--- src/rtl/odbuf_pkg.sv ---
package odbuf_pkg;
  typedef enum logic [2:0] {
    LN_IDLE   = 3'd0,
    LN_A_OWN  = 3'd1,
    LN_B_OWN  = 3'd2,
    LN_A_HOLD = 3'd3,
    LN_B_HOLD = 3'd4
  } lane_st_t;
endpackage

--- src/rtl/odbuf_dir_fsm.sv ---
module odbuf_dir_fsm
  import odbuf_pkg::*;
#(
  parameter int BLANK_CYC = 16
) (
  input  logic clk,
  input  logic rst,
  input  logic link_en,
  input  logic a_lvl,
  input  logic b_lvl,
  output logic a_pull,
  output logic b_pull,
  output logic rel_fire
);
  localparam int BW = (BLANK_CYC < 2) ? 1 : $clog2(BLANK_CYC + 1);

  lane_st_t      st, nxt;
  logic [BW-1:0] blank_cnt;
  logic          in_hold;
  logic          blank_done;

  assign in_hold    = (st == LN_A_HOLD) || (st == LN_B_HOLD);
  assign blank_done = (blank_cnt == BW'(BLANK_CYC - 1));

  // both sides back above release level after an owned low period
  assign rel_fire = link_en && in_hold && a_lvl && b_lvl;

  always_comb begin
    nxt = st;
    case (st)
      LN_IDLE: begin
        if (!a_lvl)      nxt = LN_A_OWN;   // side A wins a tie
        else if (!b_lvl) nxt = LN_B_OWN;
      end
      LN_A_OWN:  if (a_lvl) nxt = LN_A_HOLD;
      LN_B_OWN:  if (b_lvl) nxt = LN_B_HOLD;
      LN_A_HOLD: begin
        if (!a_lvl)                 nxt = LN_A_OWN;
        else if (b_lvl || blank_done) nxt = LN_IDLE;
      end
      LN_B_HOLD: begin
        if (!b_lvl)                 nxt = LN_B_OWN;
        else if (a_lvl || blank_done) nxt = LN_IDLE;
      end
      default: nxt = LN_IDLE;
    endcase
    if (!link_en) nxt = LN_IDLE;
  end

  always_ff @(posedge clk) begin
    if (rst) begin
      st     <= LN_IDLE;
      a_pull <= 1'b0;
      b_pull <= 1'b0;
    end else begin
      st     <= nxt;
      a_pull <= (nxt == LN_B_OWN);
      b_pull <= (nxt == LN_A_OWN);
    end
  end

  always_ff @(posedge clk) begin
    if (rst || !in_hold)  blank_cnt <= '0;
    else if (!blank_done) blank_cnt <= blank_cnt + 1'b1;
  end
endmodule

--- src/rtl/odbuf_boost_pulse.sv ---
module odbuf_boost_pulse #(
  parameter int PULSE_CYC = 30
) (
  input  logic clk,
  input  logic rst,
  input  logic load,
  input  logic abort,
  output logic strobe
);
  localparam int CW = $clog2(PULSE_CYC + 1);

  logic [CW-1:0] cnt;

  always_ff @(posedge clk) begin
    if (rst || abort)  cnt <= '0;
    else if (load)     cnt <= CW'(PULSE_CYC);
    else if (cnt != 0) cnt <= cnt - 1'b1;
  end

  assign strobe = (cnt != '0);
endmodule

--- src/rtl/odbuf_lane.sv ---
module odbuf_lane #(
  parameter int BLANK_CYC = 16,
  parameter int PULSE_CYC = 30
) (
  input  logic clk,
  input  logic rst,
  input  logic link_en,
  input  logic boost_en,
  input  logic a_lvl,
  input  logic b_lvl,
  output logic a_pull,
  output logic b_pull,
  output logic a_boost,
  output logic b_boost
);
  localparam int NSIDE = 2;

  logic             rel_fire;
  logic             stop_boost;
  logic [NSIDE-1:0] side_strobe;

  odbuf_dir_fsm #(.BLANK_CYC(BLANK_CYC)) u_dir (
    .clk      (clk),
    .rst      (rst),
    .link_en  (link_en),
    .a_lvl    (a_lvl),
    .b_lvl    (b_lvl),
    .a_pull   (a_pull),
    .b_pull   (b_pull),
    .rel_fire (rel_fire)
  );

  // any low, loss of connection or disable ends a running strobe
  assign stop_boost = !link_en || !boost_en || !a_lvl || !b_lvl;

  for (genvar s = 0; s < NSIDE; s++) begin : g_side
    odbuf_boost_pulse #(.PULSE_CYC(PULSE_CYC)) u_pulse (
      .clk    (clk),
      .rst    (rst),
      .load   (rel_fire && boost_en),
      .abort  (stop_boost),
      .strobe (side_strobe[s])
    );
  end

  assign a_boost = side_strobe[0];
  assign b_boost = side_strobe[1];
endmodule

--- src/rtl/odbuf_dir_arbiter.sv ---
module odbuf_dir_arbiter #(
  parameter int NCH       = 2,
  parameter int BLANK_CYC = 16,
  parameter int PULSE_CYC = 30
) (
  input  logic           clk,
  input  logic           rst,
  input  logic           link_en,
  input  logic           boost_en,
  input  logic [NCH-1:0] a_lvl,
  input  logic [NCH-1:0] b_lvl,
  output logic [NCH-1:0] a_pull,
  output logic [NCH-1:0] b_pull,
  output logic [NCH-1:0] a_boost,
  output logic [NCH-1:0] b_boost
);
  for (genvar ch = 0; ch < NCH; ch++) begin : g_lane
    odbuf_lane #(
      .BLANK_CYC (BLANK_CYC),
      .PULSE_CYC (PULSE_CYC)
    ) u_lane (
      .clk      (clk),
      .rst      (rst),
      .link_en  (link_en),
      .boost_en (boost_en),
      .a_lvl    (a_lvl[ch]),
      .b_lvl    (b_lvl[ch]),
      .a_pull   (a_pull[ch]),
      .b_pull   (b_pull[ch]),
      .a_boost  (a_boost[ch]),
      .b_boost  (b_boost[ch])
    );
  end
endmodule

--- config.mk ---
export PLATFORM = sky130hd
export DESIGN_NAME = odbuf_dir_arbiter
export DESIGN_NICKNAME = d
export VERILOG_FILES = /design/src/rtl/odbuf_pkg.sv /design/src/rtl/odbuf_dir_fsm.sv /design/src/rtl/odbuf_boost_pulse.sv /design/src/rtl/odbuf_lane.sv /design/src/rtl/odbuf_dir_arbiter.sv
export SDC_FILE = /design/constraint.sdc
export NUM_CORES = 1
export LEC_CHECK = 0
export ABC_AREA = 1
export BUFFER_PORTS_ARGS = -buffer_cell sky130_fd_sc_hd__buf_2
export CAP_MARGIN = 20
export CORE_ASPECT_RATIO = 0.8
export CORE_UTILIZATION = 50
export CTS_CLUSTER_SIZE = 28
export DETAILED_ROUTE_END_ITERATION = 16
export MAX_ROUTING_LAYER = met4
export PLACE_DENSITY = 0.82
export SLEW_MARGIN = 20
export SYNTH_ARGS = -nofsm -noshare
export SYNTH_HDL_FRONTEND = slang
export SYNTH_SLANG_ARGS = --single-unit
--- constraint.sdc ---
create_clock -name clk -period 1.6 [get_ports clk]
set_clock_uncertainty 0.1 [all_clocks]
set_input_delay 0.24 -clock clk [delete_from_list [all_inputs] [get_ports clk]]
set_output_delay 0.24 -clock clk [all_outputs]
set_load 0.01 [all_outputs]
==> reports/metrics.cfg, run 1 <==
[clock_network]
clk_path_buf_depth=2
clk_pin_slew_ps=70
cts_setup_buffers=0
cts_root_buffer=clkbuf_8
clk_latency_ps=290
cts_tree=done
cts.sinks=40
cts-buffers-inserted=5
ctsHoldBuffers=0
htree_levels=2

[worst_setup_path]
critical_path_arrival_ps=1200
endpoint_kind=primary output
slowest_delay_ps=330
cp_top_family=flip-flops
cp_max_fo=6
path_buf_inv=2
cp-start-kind=flip-flop
required_ps=1260
critPathSlowestCell=dfxtp_1
critical_path_class=flip-flop to primary output
crit_chain=inv_1, ha_2, nand3_4, buf_2

[floorplanning]
initial_core_util_pct=53.5
die_area_um2=4410
core_region_area_um2=3880
num_rows=20
die_width_um=74.0
pin_count=16
die_h_um=59.6

[finish]
area_growth_pct=19.3
fillers=348
layout.nets=332
drive_above_1_share_pct=21.8
antenna_cells=0
post-route-cell-area_um2=2470

[yosys]
synth_common_cells=nand2_1 (82), dfxtp_1 (40), nor2_1 (39)
syn_inst=293
synth_top_area_share_pct=38.6
synth_area_leader_cell=dfxtp_1
async_flop_share_pct=0
synth_edf_count=0
synth.area.top_cells=dfxtp_1 (39%), nand2_1 (15%), nor2_1 (7.1%)
seq_area_frac_synth_pct=38.6
yosysMostFrequentCell=nand2_1
synth_area_um2=2070
yosys_most_used_dff=dfxtp_1
ys_types=23
syn-num-nets=309
synth-seq-cells=40
yosys_warnings=0
syn_avg_cell_area_um2=7.08

[timing]
hold_ws_ps=33.7
timing.final.hold_violations=0
drv_slew=0
setup_violations=0
min_period_ps=1540
period_share_pct=96.2
max_freq_mhz=650
maxSlewHeadroom_pct=75.8
tightest_slew_ps=360
rsz0062_at_grt=true

[pwr]
power_leakage_uw=0.00120
power_density_nw_per_um2=724
total_power_uw=1790
power.ir.vdd_worst_mv=0.481

[global_route]
use_met3_pct=4.08
grtUsageTotal_pct=20.3
grt_max_degree=12
grt_pass1_vias=1603
grt-busiest-layer=met2
use_met1_pct=23.5
antenna_found_initial=0
gr-usage-met2_pct=33.9
overflow=0
grt_pass1_wl_um=6620

[place]
dpl_cell_area_um2=2220
gp_congestion=0.972
port_buffers=15
hpwl_um=2810

[routing]
drt-total-wl_um=3930
vias=1770
wl_per_cell_um=10.6
dr.pass1.iters=4
routed_via_density=4.76
drtIter0Drc=74
ant_nets=0
post-route-drc-count=0

[job]
drv_cap=0

[status]
status=completed

[hold_path]
hold_path.class=input port to flip-flop

-- cell usage in the layout (no fill, tap or decap), types with 6 or more instances in the layout --
cell type  synthesis  routed
xor2_1            12      12
ha_4               0       6
nand3_1           17      13
clkbuf_8           0       6
buf_4              8       9
buf_2              0      15
nand2_1           82      81
a21oi_1           20      20
inv_1             38      35
dfxtp_1           40      36
nor2_1            39      37
-- cell families (layout without fill, tap and decap cells) --
kind of cell             after synthesis  after routing  synth area share, %
AND/OR/NAND/NOR                      158            158                 34.1
buffers and inverters                 48             72                 10.1
flip-flops                            40             40                 38.6
AO/OA/AOI/OAI                         27             27                 7.24
XOR/XNOR                              12             12                 5.07
adder cells (fa/ha/maj)                8              8                 4.83
-- path summary, 6_finish.rpt --
| check | cells past startpoint | slack, ps | to | start |
|---|---|---|---|---|
| worst max-delay path | 4 | 60 | b_boost[1] | g_lane[1].u_lane.g_side[1].u_pulse.cnt[0]$_SDFFE_PP0P_ |
| worst max register to register | 7 | 80 | g_lane[1].u_lane.u_dir.blank_cnt[3]$_SDFFE_PP0N_ | g_lane[1].u_lane.u_dir.blank_cnt[0]$_SDFFE_PP0N_ |
| worst min register to register | 2 | 370 | g_lane[1].u_lane.g_side[0].u_pulse.cnt[4]$_SDFFE_PP0P_ | g_lane[1].u_lane.g_side[0].u_pulse.cnt[4]$_SDFFE_PP0P_ |
| worst min-delay path | 2 | 30 | g_lane[0].u_lane.u_dir.st[2]$_SDFF_PP0_ | rst |
-- repair_timing --
item                                    CTS  global route
gates cloned                              0             0
gates resized for setup                  13            22
endpoints found under the setup margin   11            13
pin swaps                                 1             4
-- power by group --
| group | total, uW | switching [uW] | internal [uW] |
|---|---|---|---|
| logic | 96.4 | 61.7 | 34.7 |
| clock network | 678 | 327 | 351 |
| registers | 1010 | 10.1 | 1000 |
| total | 1790 | 399 | 1390 |
-- routing by layer --
layer | vias up | part of all wire [%]
met1 | 795 | 45
met3 | 7 | 2.9
met2 | 21 | 50
met4 | 0 | 1.9
li1 | 947 | -
met5 | - | 0
-- worst register-to-register path, delay by kind of cell, from the launching register on --
kind / cells / cell delay [ps]
AND/OR/NAND/NOR: 4 / 450
XOR/XNOR: 1 / 180
flip-flops: 1 / 320
adder cells (fa/ha/maj): 2 / 360
-- flip-flops by register name, indices dropped and copies added (netlist names) --
register and count:
g_lane.u_lane.g_side.u_pulse.cnt 20, g_lane.u_lane.u_dir.b_pull 2, g_lane.u_lane.u_dir.blank_cnt 10, g_lane.u_lane.u_dir.a_pull 2, g_lane.u_lane.u_dir.st 6
-- per-stage QoR --
step           setup TNS [ps]  std cells  setup WS (ps)  util [%]
6_report                    0        372           61.0      63.7
3_3_place_gp            -14.7        364          -8.73      57.4
5_1_grt                 -44.2        372          -22.2      63.7
3_5_place_dp             -198        364          -61.3      57.4
4_1_cts                 -1.96        372          -1.96      60.9
2_1_floorplan               0        293           26.3         -
-- layout make-up --
type / count / area (um^2) / area share (%)
clock buffer: 8 / 90.1 / 3.64
inverter: 40 / 150 / 6.07
multi-input combinational: 205 / 1210 / 49.1
sequential: 40 / 806 / 32.6
tap: 55 / 68.8 / 2.78
timing repair buffer: 24 / 143 / 5.77
No activity file was read; power rests on OpenSTA's default activity.
==> run 2: changes to the inputs <==
--- a/config.mk
+++ b/config.mk
@@ -9,12 +9,13 @@
 export BUFFER_PORTS_ARGS = -buffer_cell sky130_fd_sc_hd__buf_2
 export CAP_MARGIN = 20
 export CORE_ASPECT_RATIO = 0.8
-export CORE_UTILIZATION = 50
+export CORE_UTILIZATION = 53
 export CTS_CLUSTER_SIZE = 28
 export DETAILED_ROUTE_END_ITERATION = 16
 export MAX_ROUTING_LAYER = met4
-export PLACE_DENSITY = 0.82
+export PLACE_DENSITY = 0.86
 export SLEW_MARGIN = 20
 export SYNTH_ARGS = -nofsm -noshare
 export SYNTH_HDL_FRONTEND = slang
 export SYNTH_SLANG_ARGS = --single-unit
+export TNS_END_PERCENT = 50
==> run 2 against run 1 <==
Non-clock buffer count shrank 1. Wire length up 2.3%. Core utilization is 4.7 points higher. Critical path type unchanged. Largest cell class unchanged.
==> reports/metrics.cfg, run 2 (synthesis gave the netlist of run 1 again) <==
[timing]
min_period_ps=1550  ; +10.7 ps
period_share_pct=96.9  ; +0.67 points
maxSlewHeadroom_pct=73.8  ; -2.1 points
rsz0062_at_grt=true
timing.final.hold_violations=0  ; unchanged
hold_ws_ps=40.7  ; +7.03 ps
setup_violations=0  ; unchanged
tightest_slew_ps=391  ; +30.8 ps
max_freq_mhz=645  ; -0.69%
drv_slew=0  ; unchanged

[floorplanning]
die_area_um2=4170  ; -5.5%
initial_core_util_pct=57.8  ; +4.3 points
pin_count=16  ; unchanged
core_region_area_um2=3590  ; -7.5%
die_width_um=71.9  ; -2.8%
num_rows=19  ; -5.0%
die_h_um=57.9  ; -2.8%

[routing]
routed_via_density=4.95  ; +4.0%
drtIter0Drc=156  ; +110%
ant_nets=0  ; unchanged
drt-total-wl_um=4020  ; +2.3%
wl_per_cell_um=10.9  ; +3.4%
dr.pass1.iters=4  ; unchanged
post-route-drc-count=0  ; unchanged
vias=1821  ; +2.9%

[worst_setup_path]
r2r_cells=7  ; unchanged
crit_chain=inv_1, ha_4, nand3_2, buf_2
r2r_start=g_lane[1].u_lane.u_dir.blank_cnt[0]$_SDFFE_PP0N_
critical_path_class=flip-flop to primary output
cp-start-kind=flip-flop
r2r-end=g_lane[1].u_lane.u_dir.blank_cnt[3]$_SDFFE_PP0N_
reg2reg_slack_ps=60  ; -20 ps
required_ps=1260  ; about the same
endpoint_kind=primary output
slowest_delay_ps=320  ; about the same
cp_max_fo=6  ; unchanged
critical_path_arrival_ps=1210  ; about the same
critPathSlowestCell=dfxtp_1

[pwr]
power_density_nw_per_um2=739  ; +2.2%
p_int_uw=1390  ; about the same
pwr-share-seq_pct=55.8  ; -0.9 points
netSwitchingFraction_pct=23.4  ; +1.1 points
pwr-share-clk_pct=38.5  ; +0.6 points
power.switching_uw=425  ; +6.5%
combPwrFrac_pct=5.7  ; +0.3 points
power_leakage_uw=0.00119  ; about the same
power.ir.vdd_worst_mv=0.525  ; +9.1%

[place]
port_buffers=15  ; unchanged
place_inst=360  ; -1.1%
gp_congestion=0.980  ; +0.77%
hpwl_um=2850  ; +1.3%

[clock_network]
htree_levels=2  ; unchanged
clk_latency_ps=300  ; about the same
cts.sinks=40  ; unchanged
clk_path_buf_depth=2  ; unchanged
cts_tree=done
cts_root_buffer=clkbuf_8
cts-buffers-inserted=5  ; unchanged
cts_setup_buffers=0  ; unchanged
clk_pin_slew_ps=80  ; about the same

[hold_path]
hold-path-endpoint=g_lane[1].u_lane.u_dir.st[2]$_SDFF_PP0_
hold_path.class=input port to flip-flop
min_from=rst
holdPathStages=2  ; unchanged

[finish]
fin_util_pct=68.4  ; +4.7 points
layout_common_cells=nand2_1 (81), dfxtp_1 (36), nor2_1 (35), inv_1 (34), a21oi_1 (20)
fin_cells=368  ; -1.1%
area_growth_pct=18.5
multiInputGateArea_um2=1210  ; -0.41%
max_flop_register=g_lane.u_lane.g_side.u_pulse.cnt
antenna_cells=0  ; unchanged
top_regs=g_lane.u_lane.g_side.u_pulse.cnt: 20 flops, g_lane.u_lane.u_dir.blank_cnt: 10 flops, g_lane.u_lane.u_dir.st: 6 flops
drive_above_1_share_pct=23.1  ; +1.3 points
fillers=297  ; -15%
register_area_um2=806  ; unchanged
largest_reg_flops=20  ; unchanged
layout.nets=331  ; -0.30%
layout_commonest_cell=nand2_1

[status]
status=completed

[job]
drv_cap=0  ; unchanged

[global_route]
grt_max_degree=12  ; unchanged
grt_pass1_wl_um=6520  ; -1.5%
antenna_found_initial=0  ; unchanged
overflow=0  ; unchanged
grtUsageTotal_pct=21.0  ; +0.75 points
grt_pass1_vias=1565  ; -2.4%

## run 2: changes by cell type in the layout (fill, tap and decap cells not counted), sizes merged
cell  previous run  this run
buf             24        23
## run 2: how the worst max path moves through the flow
stage / start / slack, ps / cells after the start / end
finish: g_lane[0].u_lane.g_side[0].u_pulse.cnt[0]$_SDFFE_PP0P_ / 50 / 4 / a_boost[0]
global route: g_lane[1].u_lane.u_dir.blank_cnt[0]$_SDFFE_PP0N_ / -30 / 9 / g_lane[1].u_lane.u_dir.b_pull$_SDFF_PP0_
CTS: g_lane[0].u_lane.u_dir.blank_cnt[0]$_SDFFE_PP0N_ / -0.5 / 7 / g_lane[0].u_lane.u_dir.blank_cnt[3]$_SDFFE_PP0N_
detailed placement: g_lane[0].u_lane.u_dir.blank_cnt[0]$_SDFFE_PP0N_ / -90 / 7 / g_lane[0].u_lane.u_dir.blank_cnt[3]$_SDFFE_PP0N_
global placement: g_lane[0].u_lane.u_dir.blank_cnt[0]$_SDFFE_PP0N_ / 20 / 11 / g_lane[0].u_lane.u_dir.a_pull$_SDFF_PP0_
floorplan: g_lane[1].u_lane.u_dir.blank_cnt[0]$_SDFFE_PP0N_ / 30 / 7 / g_lane[1].u_lane.u_dir.blank_cnt[3]$_SDFFE_PP0N_
## run 2: critical path, delay by kind of cell, from the launching register on
family	cells	cell delay [ps]
flip-flops	1	320
AND/OR/NAND/NOR	1	130
adder cells (fa/ha/maj)	1	160
buffers and inverters	2	300
## run 2: power by group through the flow
stage	clock network, uW	logic (uW)	registers (uW)
2_1_floorplan	0	69.7	1030
3_3_place_gp	0	94.6	1040
3_5_place_dp	0	96.0	1040
4_1_cts	713	96.6	1010
5_1_grt	756	115	1020
6_report	699	103	1010
## run 2: repair_timing
item                       4_1_cts  5_1_grt
pin swaps                        1        6
cloned                           0        0
setup endpoints to repair       12       16
resized for setup               13       24
hold buffers                     0        0
## run 2: cell type report
cell class              instances  share of cell area [%]
well taps                      52                    2.65
clock buffers                   8                    3.67
flip-flops and latches         40                    32.8
inverters                      40                    6.11
repair buffers                 23                    5.50
multi-input cells             205                    49.3
## run 2: stage by stage
stage          setup TNS [ps]  power (uW)  setup slack, ps  instance area [um^2]
6_report                    0        1820             50.2                  2460
5_1_grt                 -36.7        1890            -27.5                  2460
4_1_cts                -0.475        1820           -0.475                  2360
3_5_place_dp             -277        1130            -90.6                  2210
3_3_place_gp                0        1130             15.5                  2210
2_1_floorplan               0        1100             26.3                  2070
## run 2: per-layer routing
layer / vias to the layer above / GRT usage [%] / routed length [um]
met1: 827 / 25.5 / 1850
met2: 34 / 33.8 / 1910
li1: 953 / - / -
met3: 7 / 4.70 / 183
met5: - / - / 0
met4: 0 / 9.24 / 72
==> run 3: changes to the inputs <==
--- a/config.mk
+++ b/config.mk
@@ -9,11 +9,11 @@
 export BUFFER_PORTS_ARGS = -buffer_cell sky130_fd_sc_hd__buf_2
 export CAP_MARGIN = 20
 export CORE_ASPECT_RATIO = 0.8
-export CORE_UTILIZATION = 53
+export CORE_UTILIZATION = 50
 export CTS_CLUSTER_SIZE = 28
 export DETAILED_ROUTE_END_ITERATION = 16
 export MAX_ROUTING_LAYER = met4
-export PLACE_DENSITY = 0.86
+export PLACE_DENSITY = 0.82
 export SLEW_MARGIN = 20
 export SYNTH_ARGS = -nofsm -noshare
 export SYNTH_HDL_FRONTEND = slang
==> run 3 against run 2 <==
Sequential share of layout area decreased by 0.28 points. First-iteration DRC count shrank 53%. Register-to-register slack improved by 30 ps. Combinational power is 6% lower. Hold slack worse by 7.9 ps.
==> reports/metrics.cfg, run 3 (synthesis gave the netlist of run 1 again) <==
[routing]
dr.pass1.iters=4  ; unchanged
drt-total-wl_um=3950  ; -1.9%
drtIter0Drc=74  ; -53%
ant_nets=0  ; unchanged
vias=1777  ; -2.4%
routed_via_density=4.78  ; -3.5%
post-route-drc-count=0  ; unchanged
wl_per_cell_um=10.6  ; -3.0%

[clock_network]
clk_path_buf_depth=2  ; unchanged
cts.sinks=40  ; unchanged
ctsHoldBuffers=0  ; unchanged
cts_root_buffer=clkbuf_8
cts_setup_buffers=0  ; unchanged
clk_latency_ps=290  ; about the same
cts_tree=done
cts-buffers-inserted=5  ; unchanged
htree_levels=2  ; unchanged
clk_pin_slew_ps=70  ; about the same

[timing]
tightest_slew_ps=361  ; -29.8 ps
max_freq_mhz=649  ; +0.62%
maxSlewHeadroom_pct=75.8  ; +2.0 points
period_share_pct=96.3  ; -0.60 points
setup_violations=0  ; unchanged
drv_slew=0  ; unchanged
min_period_ps=1540  ; -9.56 ps
rsz0062_at_grt=true
timing.final.hold_violations=0  ; unchanged
fin_ws_ps=59.8  ; +9.56 ps

[job]
drv_cap=0  ; unchanged

[finish]
layout_commonest_cell=nand2_1
max_flop_register=g_lane.u_lane.g_side.u_pulse.cnt
antenna_cells=0  ; unchanged
fillers=349  ; +18%
area_growth_pct=19.1
post-route-cell-area_um2=2470  ; +0.56%
largest_reg_flops=20  ; unchanged
top_regs=g_lane.u_lane.g_side.u_pulse.cnt: 20 flops, g_lane.u_lane.u_dir.blank_cnt: 10 flops, g_lane.u_lane.u_dir.st: 6 flops
fin_util_pct=63.7  ; -4.7 points
drive_above_1_share_pct=21.1  ; -2.0 points
layout.nets=332  ; +0.30%
layout_common_cells=nand2_1 (81), dfxtp_1 (38), nor2_1 (37), inv_1 (35), a21oi_1 (20)

[global_route]
antenna_found_initial=0  ; unchanged
grtUsageTotal_pct=20.1  ; -0.90 points
overflow=0  ; unchanged
grt_pass1_wl_um=6580  ; +0.95%
grt_max_degree=12  ; unchanged
grt_pass1_vias=1596  ; +2.0%

[worst_setup_path]
endpoint_kind=primary output
cp_max_fo=6  ; unchanged
required_ps=1260  ; about the same
cp-start-kind=flip-flop
critical_path_arrival_ps=1200  ; about the same
critical_path_class=flip-flop to primary output

[place]
dpl_cell_area_um2=2220  ; +0.51%
port_buffers=15  ; unchanged
gp_congestion=0.972  ; -0.77%
pre_cts_ws_ps=-61.3  ; +29.3 ps
hpwl_um=2810  ; -1.3%

[floorplanning]
initial_core_util_pct=53.5  ; -4.3 points
die_width_um=74.0  ; +2.9%
core_region_area_um2=3880  ; +8.1%
pin_count=16  ; unchanged
num_rows=20  ; +1
die_h_um=59.6  ; +2.9%
die_area_um2=4410  ; +5.8%

[status]
status=completed

[pwr]
power_density_nw_per_um2=725  ; -2.0%
power.ir.vdd_worst_mv=0.480  ; -8.6%
power_leakage_uw=0.00120  ; +0.28%
total_power_uw=1790  ; -1.4%

[hold_path]
hold_path.class=input port to flip-flop

[run 3: cell count changes in the layout (fill, tap and decap cells not counted)]
cell	before	now
dfxtp_1	36	38
ha_2	1	2
inv_2	5	4
nor2_1	35	37
ha_1	1	0
nor2_2	4	2
inv_1	34	35
nand3_2	6	0
nand3_1	10	13
dfxtp_2	4	2
nand3_4	1	4
buf_4	8	9
[run 3: repair_timing]
| item | CTS | global route |
|---|---|---|
| resized for setup | 12 | 21 |
| pin swaps | 0 | 4 |
| endpoints found under the setup margin | 11 | 17 |
[run 3: area by class of cell]
cell class | instances | area, um^2 | area share [%]
inverters | 40 | 150 | 6.08
clock buffers | 8 | 90.1 | 3.65
well taps | 55 | 68.8 | 2.79
flip-flops and latches | 40 | 803 | 32.5
multi-input cells | 205 | 1210 | 49.2
repair buffers | 24 | 143 | 5.78
[run 3: final timing paths]
path	endpoint	start	slack, ps	depth (start not counted)
worst max register to register	g_lane[1].u_lane.u_dir.blank_cnt[3]$_SDFFE_PP0N_	g_lane[1].u_lane.u_dir.blank_cnt[0]$_SDFFE_PP0N_	90	7
worst min register to register	g_lane[1].u_lane.g_side[0].u_pulse.cnt[4]$_SDFFE_PP0P_	g_lane[1].u_lane.g_side[0].u_pulse.cnt[4]$_SDFFE_PP0P_	370	2
worst max-delay path	b_boost[1]	g_lane[1].u_lane.g_side[1].u_pulse.cnt[0]$_SDFFE_PP0P_	60	4
worst min-delay path	g_lane[0].u_lane.u_dir.st[2]$_SDFF_PP0_	rst	30	2
[run 3: report_power, final]
part           leakage [uW]  switching (uW)  internal (uW)
logic              0.000828            61.9           34.6
registers          0.000324            10.2           1000
clock network     0.0000455             327            351
total               0.00120             399           1390
[run 3: worst max-delay path, stage by stage, from the launching register on]
cell and delay [ps]:
dfxtp_1 320, inv_1 70, ha_2 230, nand3_4 110
buf_2 170
[run 3: through the flow]
stage | hold slack [ps] | TNS, ps | std cells
3_3_place_gp | 342 | -14.7 | 364
2_1_floorplan | 212 | 0 | 293
4_1_cts | 26.8 | -48.0 | 372
3_5_place_dp | 343 | -198 | 364
5_1_grt | 47.6 | -71.8 | 372
6_report | 32.8 | 0 | 372
[run 3: metal layers]
metal  up-vias  GRT usage, %  part of all wire (%)
met5         -             -                     0
li1        949             -                     -
met3         8          4.08                   2.6
met4         0          9.07                   2.1
met1       802          23.6                    46
met2        18          33.2                    49
